### src/rtl/scsi_cmd_pkg.sv
package scsi_cmd_pkg;
  localparam int CMD_W  = 8;
  localparam int OP_W   = CMD_W - 1;
  localparam int IRQ_W  = 8;
  localparam int PH_W   = 3;
  localparam int STAT_W = 8;

  localparam int IRQ_ILLEGAL_BIT = 6;
  localparam int IRQ_BUSRST_BIT  = 7;

  localparam logic [PH_W-1:0] PH_MSG_OUT = 3'b110;
  localparam logic [PH_W-1:0] PH_MSG_IN  = 3'b111;

  localparam logic [OP_W-1:0] OP_CHIP_RESET = 7'h02;
  localparam logic [OP_W-1:0] OP_BUS_RESET  = 7'h03;

  typedef enum logic [2:0] {
    GRP_NONE = 3'd0,
    GRP_MISC = 3'd1,
    GRP_CONN = 3'd2,
    GRP_MSG  = 3'd3,
    GRP_IDLE = 3'd4
  } cmd_grp_e;

  typedef enum logic {
    LINK_IDLE = 1'b0,
    LINK_INIT = 1'b1
  } link_e;
endpackage

### src/rtl/cmd_classify.sv
module cmd_classify
  import scsi_cmd_pkg::*;
(
  input  logic [OP_W-1:0] op,
  output cmd_grp_e        grp
);
  always_comb begin
    grp = GRP_NONE;
    if (op <= 7'h03)
      grp = GRP_MISC;
    else if (op == 7'h10 || op == 7'h11 || op == 7'h12 ||
             op == 7'h18 || op == 7'h1A || op == 7'h1B)
      grp = GRP_CONN;
    else if (op >= 7'h20 && op <= 7'h2B)
      grp = GRP_MSG;
    else if (op >= 7'h40 && op <= 7'h47)
      grp = GRP_IDLE;
  end
endmodule

### src/rtl/link_tracker.sv
module link_tracker
  import scsi_cmd_pkg::*;
(
  input  logic  clk,
  input  logic  rst_n,
  input  logic  link_up,
  input  logic  link_down,
  input  logic  chip_rst,
  output link_e link_q
);
  always_ff @(posedge clk) begin
    if (!rst_n)
      link_q <= LINK_IDLE;
    else if (chip_rst || link_down)
      link_q <= LINK_IDLE;
    else if (link_up)
      link_q <= LINK_INIT;
  end

  assert_chiprst_idle_R11: assert property (@(posedge clk) disable iff (!rst_n)
    chip_rst |=> link_q == LINK_IDLE);
  assert_up_connects_R12: assert property (@(posedge clk) disable iff (!rst_n)
    (link_up && !link_down && !chip_rst) |=> link_q == LINK_INIT);
  assert_down_wins_R12: assert property (@(posedge clk) disable iff (!rst_n)
    link_down |=> link_q == LINK_IDLE);
endmodule

### src/rtl/irq_bank.sv
module irq_bank
  import scsi_cmd_pkg::*;
(
  input  logic             clk,
  input  logic             rst_n,
  input  logic [IRQ_W-1:0] set_vec,
  input  logic             clr_all,
  input  logic             rd,
  output logic [IRQ_W-1:0] irq_q,
  output logic             pend_q
);
  logic [IRQ_W-1:0] irq_d;
  logic             pend_d;

  always_comb begin
    if (clr_all) begin
      irq_d  = '0;
      pend_d = 1'b0;
    end else begin
      irq_d  = (rd ? '0 : irq_q) | set_vec;
      pend_d = (rd ? 1'b0 : pend_q) | (|set_vec);
    end
  end

  always_ff @(posedge clk) begin
    if (!rst_n) begin
      irq_q  <= '0;
      pend_q <= 1'b0;
    end else begin
      irq_q  <= irq_d;
      pend_q <= pend_d;
    end
  end

  assert_pend_tracks_R9: assert property (@(posedge clk) disable iff (!rst_n)
    pend_q == (|irq_q));
  assert_read_clears_R10: assert property (@(posedge clk) disable iff (!rst_n)
    (rd && !clr_all && set_vec == '0) |=> (irq_q == '0 && !pend_q));
  assert_sticky_R8: assert property (@(posedge clk) disable iff (!rst_n)
    (!rd && !clr_all) |=> ((irq_q & $past(irq_q)) == $past(irq_q)));
  assert_clear_R11: assert property (@(posedge clk) disable iff (!rst_n)
    clr_all |=> irq_q == '0);
endmodule

### src/rtl/scsi_cmd_decoder.sv
module scsi_cmd_decoder
  import scsi_cmd_pkg::*;
(
  input  logic              clk,
  input  logic              rst_n,
  input  logic              cmd_valid,
  output logic              cmd_ready,
  input  logic [CMD_W-1:0]  cmd_data,
  input  logic [PH_W-1:0]   bus_phase,
  input  logic              link_up,
  input  logic              link_down,
  input  logic [IRQ_W-1:0]  evt_set,
  input  logic              rst_report_off,
  input  logic              irq_rd,
  output logic [IRQ_W-1:0]  irq_q,
  output logic [STAT_W-1:0] stat_byte,
  output logic              initiator,
  output logic              seq_stb,
  output logic [OP_W-1:0]   seq_op,
  output logic              seq_dma
);
  logic [OP_W-1:0]  op;
  logic             dma_req;
  cmd_grp_e         grp;
  link_e            link_q;
  logic             in_msg_phase;
  logic             legal;
  logic             accept;
  logic             go;
  logic             chip_rst_go;
  logic             bus_rst_go;
  logic [IRQ_W-1:0] set_vec;
  logic             pend_q;

  assign cmd_ready = 1'b1;
  assign accept    = cmd_valid && cmd_ready;
  assign op        = cmd_data[OP_W-1:0];
  assign dma_req   = cmd_data[CMD_W-1];

  cmd_classify u_classify (
    .op  (op),
    .grp (grp)
  );

  assign in_msg_phase = (bus_phase == PH_MSG_OUT) || (bus_phase == PH_MSG_IN);

  always_comb begin
    unique case (grp)
      GRP_MISC: legal = 1'b1;
      GRP_CONN: legal = (link_q == LINK_INIT);
      GRP_MSG:  legal = (link_q == LINK_INIT) && in_msg_phase;
      GRP_IDLE: legal = (link_q == LINK_IDLE);
      default:  legal = 1'b0;
    endcase
  end

  assign go          = accept && legal;
  assign chip_rst_go = go && (op == OP_CHIP_RESET);
  assign bus_rst_go  = go && (op == OP_BUS_RESET);

  always_comb begin
    set_vec = evt_set;
    set_vec[IRQ_ILLEGAL_BIT] = accept && !legal;
    set_vec[IRQ_BUSRST_BIT]  = !rst_report_off && (evt_set[IRQ_BUSRST_BIT] || bus_rst_go);
  end

  link_tracker u_link (
    .clk       (clk),
    .rst_n     (rst_n),
    .link_up   (link_up),
    .link_down (link_down),
    .chip_rst  (chip_rst_go),
    .link_q    (link_q)
  );

  irq_bank u_irq (
    .clk     (clk),
    .rst_n   (rst_n),
    .set_vec (set_vec),
    .clr_all (chip_rst_go),
    .rd      (irq_rd),
    .irq_q   (irq_q),
    .pend_q  (pend_q)
  );

  always_ff @(posedge clk) begin
    if (!rst_n) begin
      seq_stb <= 1'b0;
      seq_op  <= '0;
      seq_dma <= 1'b0;
    end else begin
      seq_stb <= go;
      if (go) begin
        seq_op  <= op;
        seq_dma <= dma_req;
      end
    end
  end

  assign initiator = (link_q == LINK_INIT);
  assign stat_byte = {pend_q, {(STAT_W-1-PH_W){1'b0}}, bus_phase};

  assert_stb_after_accept_R1: assert property (@(posedge clk) disable iff (!rst_n)
    seq_stb |-> $past(accept));
  assert_illegal_flag_R6: assert property (@(posedge clk) disable iff (!rst_n)
    (accept && !legal) |=> (!seq_stb && irq_q[IRQ_ILLEGAL_BIT]));
  assert_conn_grp_idle_R3: assert property (@(posedge clk) disable iff (!rst_n)
    (accept && grp == GRP_CONN && link_q == LINK_IDLE) |=> !seq_stb);
  assert_idle_grp_conn_R5: assert property (@(posedge clk) disable iff (!rst_n)
    (accept && grp == GRP_IDLE && link_q == LINK_INIT) |=> !seq_stb);
  assert_msg_phase_R4: assert property (@(posedge clk) disable iff (!rst_n)
    (accept && grp == GRP_MSG && !in_msg_phase) |=> !seq_stb);
  assert_busrst_report_R7: assert property (@(posedge clk) disable iff (!rst_n)
    (bus_rst_go && !rst_report_off) |=> irq_q[IRQ_BUSRST_BIT]);
endmodule

### config.mk
export PLATFORM = sky130hd
export DESIGN_NAME = scsi_cmd_decoder
export DESIGN_NICKNAME = d
export VERILOG_FILES = /design/src/rtl/scsi_cmd_pkg.sv /design/src/rtl/cmd_classify.sv /design/src/rtl/link_tracker.sv /design/src/rtl/irq_bank.sv /design/src/rtl/scsi_cmd_decoder.sv
export SDC_FILE = /design/constraint.sdc
export NUM_CORES = 1
export LEC_CHECK = 0
export CAP_MARGIN = 30
export CORE_MARGIN = 2
export CORE_UTILIZATION = 27
export DETAILED_ROUTE_END_ITERATION = 16
export DONT_BUFFER_PORTS = 1
export GPL_TIMING_DRIVEN = 1
export SLEW_MARGIN = 25
export SYNTH_ARGS = -nofsm -noshare
export SYNTH_HDL_FRONTEND = slang
export SYNTH_SLANG_ARGS = --single-unit
### constraint.sdc
create_clock -name clk -period 2.7 [get_ports clk]
set_clock_uncertainty 0.1 [all_clocks]
set_input_delay 0.54 -clock clk [delete_from_list [all_inputs] [get_ports clk]]
set_output_delay 0.54 -clock clk [all_outputs]
set_load 0.02 [all_outputs]
After elaboration in Yosys (flattened, before gate mapping)
Index checks and enable logic that the tools add are counted.
{ "totals": {"inputBits": 26, "out_inout_bits": 27, "rom_bits": 0, "latch_bits": 0, "register_bits": 19, "wordCells": 57, "n_memories": 0, "ramBits": 0} }
{ "classes": {"n_mux": 7, "n_shift": 0, "eq_ne": 14, "n_div": 0, "n_bitwise": 4, "reduce_logical": 21, "addsub": 0, "magnitude_cmp": 5, "n_mul": 0} }
{ "op_table": {"columns": ["operator", "count"], "rows": [
  ["7-bit by 5-bit == test with 1-bit output (second input constant)", 6],
  ["7-bit by 2-bit == test with 1-bit output (second input constant)", 2],
  ["3-bit 2-to-1 mux", 4],
  ["3-bit == test (second input constant)", 3],
  ["1-bit logical AND", 8],
  ["1-bit logical OR", 8],
  ["8-bit 2-to-1 mux", 1],
  ["8-bit bitwise OR", 1],
  ["8-bit OR reduction", 1],
  ["7-bit by 6-bit >= comparator with 1-bit output (second input constant)", 1],
  ["7-bit >= comparator (second input constant)", 1],
  ["7-bit by 2-bit <= comparator with 1-bit output (second input constant)", 1],
  ["7-bit by 6-bit <= comparator with 1-bit output (second input constant)", 1],
  ["7-bit <= comparator (second input constant)", 1],
  ["3-bit by 2-bit == test with 1-bit output (second input constant)", 2],
  ["1-bit case mux with 4 select lines", 1],
  ["2-bit OR reduction", 2],
  ["3-bit by 1-bit == test with 1-bit output (second input constant)", 1],
  ["1-bit logical NOT", 2],
  ["1-bit NOT", 2],
  ["1-bit 2-to-1 mux", 1],
  ["1-bit bitwise OR", 1]
]} }

Depth between registers and ports, before layout
Gate-level depths: netlist of the first run.
{ "depth": {"ltp_word": 16, "depth_mapped": 5, "ltp_nobuf": 4} }

Hierarchy
Synthesis of the first run repeated with hierarchy kept, for this count alone.
{ "hier_totals": {"cells_unflattened": 114, "hier_area_um2": 977.2} }
{ "modules_own_cells": {"columns": ["mod", "cells_per_inst", "instances", "area_each_um2", "seq_area_each_um2"], "rows": [
  ["scsi_cmd_decoder", 62, 1, 510.5, 180.2],
  ["irq_bank", 39, 1, 354.1, 180.2],
  ["cmd_classify", 10, 1, 73.8, 0.0],
  ["link_tracker", 3, 1, 38.8, 20.0]
]} }

Worst setup path after synthesis of the first run
No wires, ideal clock.
{ "synth_timing": {"path_type": "input-to-reg", "from": "input port evt_set[0]", "to": "register u_irq.pend_q", "setup_ns": 0.136, "cell_stages": 4, "n_path_buf": 0, "arrival_ns": 1.572, "required_ns": 2.464, "path_slack_ns": 0.893, "path_cell_list": "or4_4 a2111oi_4 o21a_1 o22ai_1"} }
{ "synth_via": {"elab_chain_len": 2} }
{ "synth_rtl": {"columns": ["item", "line", "rtl"], "rows": [
  ["from (decl)", "scsi_cmd_decoder.sv:12", "input logic [IRQ_W-1:0] evt_set,"],
  ["8-bit OR reduction", "irq_bank.sv:21", "pend_d = (rd ? 1'b0 : pend_q) | (|set_vec);"],
  ["1-bit bitwise OR", "irq_bank.sv:21", null],
  ["to (signal assigned)", "irq_bank.sv:31", "pend_q <= pend_d;"],
  ["to (decl)", "irq_bank.sv:10", "output logic pend_q"]
]} }
Every way passes these cells.
A chain may end at the register's enable or synchronous reset.

Worst setup path in the final report of the first run
{ "layout_timing": {"from": "register u_link.link_q", "to": "register seq_op[6]"} }
{ "layout_via": {"elab_chain_len": 3, "elab_cells_between_ends": 4, "classes_between": "mux (1); bitwise (1); reduce/logical (2)"} }
{ "layout_rtl": {"columns": ["item", "line", "rtl"], "rows": [
  ["from (decl)", "link_tracker.sv:9", "output link_e link_q"],
  ["from (signal assigned)", "link_tracker.sv:13", "link_q <= LINK_IDLE;"],
  ["from (signal assigned)", "link_tracker.sv:15", "link_q <= LINK_IDLE;"],
  ["from (signal assigned)", "link_tracker.sv:17", "link_q <= LINK_INIT;"],
  ["1-bit logical AND or 1-bit NOT (tied branches)", "scsi_cmd_decoder.sv:51, scsi_cmd_decoder.sv:52", null],
  ["1-bit case mux with 4 select lines (*)", "scsi_cmd_decoder.sv:48", "unique case (grp)"],
  ["1-bit logical AND (*)", "scsi_cmd_decoder.sv:57", "assign go = accept && legal;"],
  ["to (signal assigned)", "scsi_cmd_decoder.sv:94", "seq_op <= op;"],
  ["to (decl)", "scsi_cmd_decoder.sv:19", "output logic [OP_W-1:0] seq_op,"]
]} }
Every way passes the cells marked *; elsewhere a longest branch is shown, timed or not.

==> impl_results.md, run 1 <==
* TritonCTS Buffers at 3
* RSZ-0062 raised after global routing: false
* Cts hold-fix bufs at 0
* DR vias at 651
* Chip Width at between 60 and 70 um
* Seq pwr share at ~64%
* Int Pwr at ~370 uW
* Commonest non-fill, non-tap cells in the layout: 19 x dfxtp_1, 17 x nand2_1, 9 x mux2i_1, 9 x nor2_1, 7 x a21oi_1
* Status: finished clean
* Nets at ~120
* Switching pwr at approximately 130 uW
* Synth-to-layout area growth at 2.01%
* Post-Syn Area per Cell at roughly 9 sq um
* Commonest non-fill, non-tap cell in the layout: dfxtp_1
* Post-cts resize count at 0
* F_max at 582 MHz
* YS warnings at 0
* Pre-antenna DRT Iters at 4
* Clk pwr share at between 20% and 30%
* Final min period at between 1.5 and 2 ns
* Total GRT Usage at 10.7%
* Leak Pwr at between 0.3 and 0.4 nW
* Setup Fix Bufs, Post-CTS at 0
* # rows at 20
* Sequential fraction of the synthesis area at between 40% and 50%
* Detailed Route WL at between 1500 and 2000 um
* Grt total ovfl at 0
* Clock slew at reported path FFs at approximately 0.10 ns
* Setup violators final at 0
* Number of diodes at 0
* Die area at 0.00371 sq mm
* Port bufs at 0
* Initial antenna violation count at 0
* Pins over their slew limit at 0
* Period utilization at a little under two thirds
* Synthesized area at 873 sq um
* Root Driver: clkbuf_4
* Switching Share at between 20% and 30%
* Largest net degree at the start of global routing at 20
* Worst-Skew Late Latency at 0.28 ns
* CTS Sinks at 19
* Worst setup EP type: flop
* Starting Density at 28.6%
* Yosys reg bits at 19
* Kind of critical path: flop to flop
* DP Area at roughly 860 sq um
* Hpwl dp at about 1600 um
* Total core area at approximately 0.003 sq mm
* DR iter-0 viols at 29
* Max FO, Critical Path at 9
* Antenna-violating nets left at 0
* WP data required at 2.82 ns
* Max Buffers Root-to-Sink at 2
* Chip height at roughly 61 um
* Post-Syn Instances at 98
* # IOs at between 50 and 60
* Synth cell types at 27
* Residual DRC count at 0
* Design Area, Final at between 800 and 900 sq um
* Final setup TNS at 0 ns
* Layout cells sized above 1 at under 10%
* Combinational Power Share at around 8.0%
* Power Dens Cells at ~550 mW/mm^2
* Max cap viols at 0
* H-tree depth at 1
* Vias in the first global route at 649
* Post-DR wirelength/cell at 14.0 um
* Routability cong. at about 0.79
* Global-route wire length before repair at around 2800 um
* Critical Path Start Type: flop
* Arr. time, crit path at ~1.8 ns
* Peak supply drop at ~130 uV
* Vias per inst at roughly 4.7
* Final Hold Viols at 0
* Class of the worst hold path: input port to flop
* TritonCTS clock tree: done
* Total power at between 400 and 500 uW
-- layout make-up --
cell class                 instances  area, sq um
inverter                           4         15.0
sequential                        19          380
fill                             343         2160
multi-input combinational         66          407
clock buffer                       4         26.3
timing repair buffer               1         7.51
tap                               44         55.1
-- kinds of logic (layout without fill, tap and decap cells) --
logic type      Yosys count  in the layout  share of synthesized area [%]
mux                       9              9                           10.3
other cells               2              5                          0.860
flops                    19             19                           43.6
xor+xnor                  1              1                           1.00
buf+inv                  16              9                           11.2
simple gates             35             35                           18.8
compound gates           16             16                           14.3
-- power by group through the flow --
stage / logic, mW / clock network, mW / registers (mW)
4_1_cts: 0.0395 / 0.147 / 0.318
5_1_grt: 0.0434 / 0.161 / 0.319
3_3_place_gp: 0.0376 / 0 / 0.324
6_report: 0.0393 / 0.137 / 0.317
2_1_floorplan: 0.0529 / 0 / 0.320
3_5_place_dp: 0.0394 / 0 / 0.324
-- cell usage after synthesis (all sizes together) --
library cell | n | area share [%]
nand3b | 1 | 0.86
a21oi | 7 | 4.0
nand4b | 1 | 1.0
nand4 | 2 | 1.4
or4 | 1 | 1.3
clkbuf | 2 | 0.86
o211ai | 1 | 0.86
xnor2 | 1 | 1.0
nand2 | 17 | 7.3
nor2 | 9 | 3.9
a41oi | 1 | 1.0
dfxtp | 19 | 44
and4b | 1 | 1.1
buf | 10 | 8.6
clkinv | 1 | 0.43
o21a | 1 | 0.86
o2111ai | 1 | 1.0
a2111oi | 1 | 3.2
mux2i | 9 | 10
a2bb2oi | 1 | 1.0
o22ai | 1 | 0.72
a31oi | 1 | 0.72
inv | 3 | 1.3
conb | 2 | 0.86
and2 | 1 | 0.72
nor3 | 2 | 1.1
o21ai | 1 | 1.0
-- routing by layer --
metal  share of wire [%]  vias to the layer above  wire (um)  track usage [%]
met1                  39                      305        747             12.1
met5                   0                        -          0                0
li1                    -                      317          -                -
met2                  50                       25        970             17.1
met4                 2.5                        0         49             5.59
met3                 8.3                        4        160             4.69
-- stage by stage --
stage	util [%]	cells	worst slack, ns	hold WS (ns)
finish	29.2	138	0.981	0.220
global route	29.2	138	0.877	0.193
CTS	29.2	138	0.956	0.200
detailed placement	28.3	134	0.824	0.453
global placement	28.3	134	0.847	0.442
floorplan	-	101	0.893	0.433
-- flip-flops by register name, summed over array words and instances (netlist names) --
signal,cells
u_link.link_q,1
u_irq.irq_q,8
seq_stb,1
seq_op,7
seq_dma,1
u_irq.pend_q,1
-- final timing paths --
path	from	end	slack, ns	depth (start not counted)
setup / recovery	u_link.link_q	seq_op[6]	0.98	5
hold / removal	link_down	u_link.link_q	0.22	1
setup reg to reg	u_link.link_q	seq_op[6]	0.98	5
hold reg to reg	seq_dma	seq_dma	0.46	2
-- worst max-delay path, cell delays in order, from the launching register on --
cell and delay (ns):
dfxtp_1 0.54, and4b_1 0.26, nand4b_1 0.13, a31oi_1 0.19
buf_4 0.23, mux2i_1 0.21
(Power assumes the default switching activity.)
==> inputs of run 2 (changes only) <==
Clock period 2.7 ns to 1.6 ns, I/O delays scaled along.
==> impl_results.md, run 2 (synthesis results as in run 1) <==
* Total GRT Usage at between 10% and 20%
* Post-DR wirelength/cell at ~13 um
* F_max at 672 MHz
* Max FO, Critical Path at 6
* Seq pwr share at 62.5%
* Routability cong. at roughly 0.8
* RR Endpoint: seq_op[0]
* Biggest register: u_irq.irq_q
* CTS Sinks at 19
* Status: finished clean
* Residual DRC count at 0
* Worst-Skew Late Latency at between 0.2 and 0.3 ns
* CP Depth at 5
* Fill count at approximately 340
* Int Pwr at approximately 630 uW
* Leak Pwr at ~0.36 nW
* Largest net degree at the start of global routing at 20
* Commonest non-fill, non-tap cell in the layout: dfxtp_1
* Combinational Power Share at 9.5%
* Switching pwr at ~220 uW
* Kind of critical path: flop to flop
* # rows at 20
* TritonCTS clock tree: done
* Top layer in use: met4
* Peak supply drop at between 300 and 400 uV
* Placed cell count at ~140
* Critical Path End: seq_op[0]
* Critical Path Start Type: flop
* Max FFs per register at 8
* R2r setup slk at 0.11 ns
* Max Buffers Root-to-Sink at 2
* Worst r2r path cells at 5
* Metal3 WL at 200 um
* Worst setup EP type: flop
* CP Cell Sequence: and4b_1, nand4b_1, a31oi_2, buf_6, mux2i_1
* DR vias at between 600 and 700
* Final min period at about 1.5 ns
* # IOs at 53
* Total core area at a little over 0.003 sq mm
* Top Family by Delay on Critical Path: simple AND/OR/NAND/NOR gates
* DR iter-0 viols at 14
* TritonCTS Buffers at 3
* Synth-to-layout area growth at 9.60%
* Nets at between 100 and 150
* Reg-to-reg startpoint: u_link.link_q
* Buf/Inv on CP at 1
* Pins over their slew limit at 0
* Met2 WL at 894 um
* Max incr delay on CP at 0.35 ns
* Max cap viols at 0
* Total power at 852 uW
* Pre-CTS setup slack at -0.0288 ns
* Port bufs at 0
* Antenna-violating nets left at 0
* Grt total ovfl at 0
* Root Driver: clkbuf_4
* Layout cells sized above 1 at 14.9%
* Initial antenna violation count at 0
* WL met1 at between 700 and 800 um
* Setup violators final at 0
* Clock slew at reported path FFs at about 0.10 ns
* Final std cells w/o fill at ~150
* Period utilization at ~93%
* Die area at ~0.0037 sq mm
* Power Dens Cells at a little under 900 mW/mm^2
* Chip height at about 60 um
* Crit path max-delay cell type: dfxtp_2
* Vias per inst at about 4.6
* H-tree depth at 1
* Arr. time, crit path at about 1.6 ns
* Vias in the first global route at between 600 and 700
* WP data required at about 1.7 ns
* Switching Share at about a quarter
* Class of the worst hold path: input port to flop
* Global-route wire length before repair at about 2800 um
* Starting Density at about 29%
* Final Hold Viols at 0
* Final setup TNS at 0 ns
* Hpwl dp at 1540 um
* CP Launch Point: u_link.link_q
* Chip Width at about 61 um
* Detailed Route WL at ~1900 um
* Clk pwr share at about 28%
* Commonest non-fill, non-tap cells in the layout: 18 x dfxtp_1, 17 x nand2_1, 9 x mux2i_1, 9 x nor2_1, 7 x a21oi_1
* RSZ-0062 raised after global routing: false
* Top flop regs: u_irq.irq_q (8), seq_op (7)
* Number of diodes at 0
* End-of-flow core utilization at roughly a third
* Pre-antenna DRT Iters at 4
* Final WS setup at 0.112 ns
==> run 2: cell types whose count changed in the layout (fill, tap and decap cells not counted) <==
cell and delta:
a31oi_1 -1, dlygate4sd3_1 +1, a31oi_2 +1, dfxtp_2 +1, buf_4 +5, dfxtp_1 -1
buf_6 +1
==> run 2: area by class of cell <==
cell class | count | area [sq um] | area share (%)
clock buffers | 4 | 26.3 | 2.75
inverters | 4 | 15.0 | 1.57
multi-input cells | 66 | 413 | 43.1
flip-flops and latches | 19 | 382 | 39.9
well taps | 44 | 55.1 | 5.75
repair buffers | 8 | 66.3 | 6.93
==> run 2: worst min-delay path by stage <==
stage / from / endpoint / slack (ns) / cells after the start
2_1_floorplan: link_down / u_link.link_q / 0.30 / 1
3_3_place_gp: link_down / u_link.link_q / 0.30 / 1
3_5_place_dp: link_down / u_link.link_q / 0.30 / 1
4_1_cts: evt_set[1] / u_irq.irq_q[1] / 0.03 / 2
5_1_grt: evt_set[4] / u_irq.irq_q[4] / 0.02 / 2
6_report: evt_set[1] / u_irq.irq_q[1] / 0.04 / 2
==> run 2: per-stage QoR <==
step	hold WS (ns)	instance area [sq um]
3_3_place_gp	0.303	902
6_report	0.0414	957
4_1_cts	0.0337	938
5_1_grt	0.0175	957
3_5_place_dp	0.303	902
2_1_floorplan	0.299	885
==> run 2: what timing repair did <==
item	4_1_cts	5_1_grt
hold buffers	1	0
setup buffers	0	1
setup endpoints to repair	0	9
endpoints found under the hold margin	1	0
gates resized for setup	0	3
==> run 2: routing by layer <==
| metal | GRT usage [%] | vias up |
|---|---|---|
| met5 | 0 | - |
| met4 | 2.80 | 0 |
| met1 | 12.9 | 307 |
| met3 | 6.61 | 2 |
| met2 | 15.7 | 26 |
| li1 | - | 329 |
==> run 2: power groups by stage <==
stage | Combinational [mW] | Clock [mW] | Sequential, mW
after CTS | 0.0781 | 0.252 | 0.534
final | 0.0806 | 0.239 | 0.533
after global routing | 0.0893 | 0.280 | 0.536
after global placement | 0.0737 | 0 | 0.544
after detailed placement | 0.0760 | 0 | 0.545
after floorplan | 0.0893 | 0 | 0.539
==> inputs of run 3 (changes only) <==
Settings changed: SYNTH_HIERARCHICAL set to 1.
==> impl_results.md, run 3 <==
* Residual DRC count at 0
* Hold EP: seq_stb
* Post-DR wirelength/cell at between 10 and 15 um
* DR iter-0 viols at 19
* Period utilization at 123%
* Yosys reg bits at 19
* DR vias at just under 800
* # rows at 21
* TritonCTS clock tree: done
* Initial antenna violation count at 0
* Pre-antenna DRT Iters at 4
* Root Driver: clkbuf_4
* Leak Pwr at around 0.52 nW
* Max FO, Critical Path at 5
* Final std cells w/o fill at ~170
* Max Buffers Root-to-Sink at 2
* Post-synth ARST share at 0%
* Power Dens Cells at around 770 mW/mm^2
* Layout cells sized above 1 at a little over a quarter
* Routability cong. at 0.746
* Hold Crit Depth at 2
* Top flop regs: u_irq/irq_q (8), seq_op (7)
* Yosys top cell area share at between 30% and 40%
* Final Hold Viols at 0
* Final WS setup at -0.368 ns
* Worst slew margin at approximately 66%
* Synth cell types at 27
* Starting Density at between 20% and 30%
* Design Area, Final at 0.00119 sq mm
* Synth-to-layout area growth at 22.0%
* Biggest register: u_irq/irq_q
* Tightest Pin Transition at between 0.5 and 0.6 ns
* H-tree depth at 1
* Max FFs per register at 8
* Chip Width at approximately 64 um
* Port bufs at 0
* Worst r2r path cells at 7
* Global-route wire length before repair at around 3600 um
* Kind of critical path: input port to flop
* Synthesized area at approximately 980 sq um
* Sequential fraction of the synthesis area at between 30% and 40%
* Worst setup EP type: flop
* Critical Path Start Type: input port
* DP Area at 0.00104 sq mm
* RSZ-0062 raised after global routing: true
* Commonest non-fill, non-tap cell in the layout: dfxtp_1
* Combinational Power Share at 14.7%
* Commonest non-fill, non-tap cells in the layout: 19 x dfxtp_1, 18 x nand2_1, 11 x inv_1
* Synth top area cells: dfxtp_1 39%, mux2i_1 9.2%, buf_4 6.9%, nand2_1 6.9%, nand2b_1 6.4%
* Switching pwr at between 200 and 250 uW
* Total core area at 0.00342 sq mm
* Final min period at 1.97 ns
* Main synth FF type: dfxtp_1
* Chip height at ~64 um
* RR Endpoint: u_irq/pend_q
* # IOs at 53
* F_max at about 500 MHz
* Hpwl dp at around 1700 um
* Hold Crit Start: rst_n
* Switching Share at 27.2%
* Most common cell in the synthesized netlist: dfxtp_1
* Post-Syn Instances at around 110
* Total GRT Usage at roughly 11%
* Largest net degree at the start of global routing at 20
* Vias per inst at around 4.6
* Setup violators final at 19
* WP data required at 1.67 ns
* Violated checks: setup timing
* Grt total ovfl at 0
* Nets at between 100 and 150
* YS warnings at 6
* Arr. time, crit path at between 2 and 2.5 ns
* Post-synth EDFFs at 0
* Class of the worst hold path: input port to flop
* Post-Syn Area per Cell at 8.57 sq um
* Worst-Skew Late Latency at between 0.2 and 0.3 ns
* Max cap viols at 0
* Post-synth top area cell: dfxtp_1
* Number of diodes at 0
* Detailed Route WL at between 2000 and 2500 um
* Antenna-violating nets left at 0
* Commonest cells in the netlist: 19 x dfxtp_1, 18 x nand2_1, 11 x inv_1, 10 x nand2b_1
* TritonCTS Buffers at 3
* Reg-to-reg startpoint: u_link/link_q
* R2r setup slk at -0.10 ns
* Clock slew at reported path FFs at between 0.1 and 0.15 ns
* CTS Sinks at 19
* Placed cell count at approximately 160
* Peak supply drop at 313 uV
* Die area at slightly above 0.004 sq mm
* Clk pwr share at 26.1%
* Status: finished with violations
* Vias in the first global route at 770
* Pins over their slew limit at 0
* Seq pwr share at about three fifths
* Int Pwr at roughly 660 uW
==> run 3: changes by cell type after synthesis, sizes merged, moves of 2 or more <==
cell,previous run,this run
nand4,2,0
a21oi,7,9
inv,3,11
nor4,0,2
a311oi,0,2
nor2,9,3
nor4b,0,5
nand2b,0,11
==> run 3: worst max-delay path, cell delays in order <==
cell	delay [ns]
nor4b_4	0.27
a21oi_2	0.06
a311oi_2	0.27
mux2i_1	0.14
a311oi_2	0.26
o21ai_2	0.13
buf_4	0.15
nor3_4	0.20
nand2b_4	0.19
a31oi_1	0.04
==> run 3: repair_timing <==
| item | in CTS | in global routing |
|---|---|---|
| resized for setup | 5 | 11 |
| cloned | 0 | 2 |
| setup endpoints to repair | 19 | 19 |
| buffers inserted | 1 | 2 |
| endpoints found under the hold margin | 1 | 0 |
| hold buffers | 1 | 0 |
| pin swaps | 2 | 3 |
==> run 3: power groups by stage <==
| stage | registers [mW] | logic [mW] | clock network [mW] |
|---|---|---|---|
| 2_1_floorplan | 0.546 | 0.116 | 0 |
| 3_3_place_gp | 0.551 | 0.104 | 0 |
| 3_5_place_dp | 0.551 | 0.107 | 0 |
| 4_1_cts | 0.540 | 0.116 | 0.250 |
| 5_1_grt | 0.543 | 0.146 | 0.270 |
| 6_report | 0.540 | 0.134 | 0.238 |
==> run 3: area by class of cell <==
| cell class | count | area (sq um) |
|---|---|---|
| tap | 46 | 57.6 |
| inverter | 11 | 41.3 |
| clock buffer | 4 | 26.3 |
| timing repair buffer | 13 | 130 |
| sequential | 19 | 380 |
| fill | 376 | 2220 |
| multi-input combinational | 75 | 557 |
==> run 3: metrics by stage <==
stage / TNS (ns) / power (mW) / utilization (%) / worst slack, ns / hold WS (ns)
floorplan: -10.11 / 0.661 / - / -0.726 / 0.294
global placement: -10.88 / 0.655 / 30.5 / -0.685 / 0.297
detailed placement: -11.62 / 0.658 / 30.5 / -0.732 / 0.297
CTS: -4.48 / 0.906 / 32.5 / -0.272 / 0.00857
global route: -7.47 / 0.960 / 34.9 / -0.484 / 0.0333
finish: -5.45 / 0.912 / 34.9 / -0.368 / 0.0359
==> run 3: worst max-delay path by stage <==
stage,from,endpoint,slack [ns]
after floorplan,cmd_data[2],u_irq/pend_q,-0.73
after global placement,cmd_data[2],u_irq/pend_q,-0.68
after detailed placement,cmd_data[2],u_irq/pend_q,-0.73
after CTS,cmd_data[3],u_irq/pend_q,-0.27
after global routing,cmd_data[2],u_irq/pend_q,-0.48
final,cmd_data[2],u_irq/pend_q,-0.37
==> run 3: per-layer routing <==
layer  global-route usage (%)  part of all wire [%]  vias up
met5                        0                     0        -
met4                     2.39                  0.47        0
met3                     7.04                    14        2
met2                     16.9                    45       41
met1                     13.3                    41      353
li1                         -                     -      385
==> run 3: cell families (layout without fill, tap and decap cells) <==
family	after synthesis	in the layout	share of synthesized area, %
buffers and inverters	24	28	14.2
XOR/XNOR	1	1	0.896
adder cells (fa/ha/maj)	1	1	1.02
AND/OR/NAND/NOR	43	44	25.5
other	2	5	0.769
AO/OA/AOI/OAI	15	15	9.48
multiplexers	9	9	9.22
flip-flops	19	19	38.9
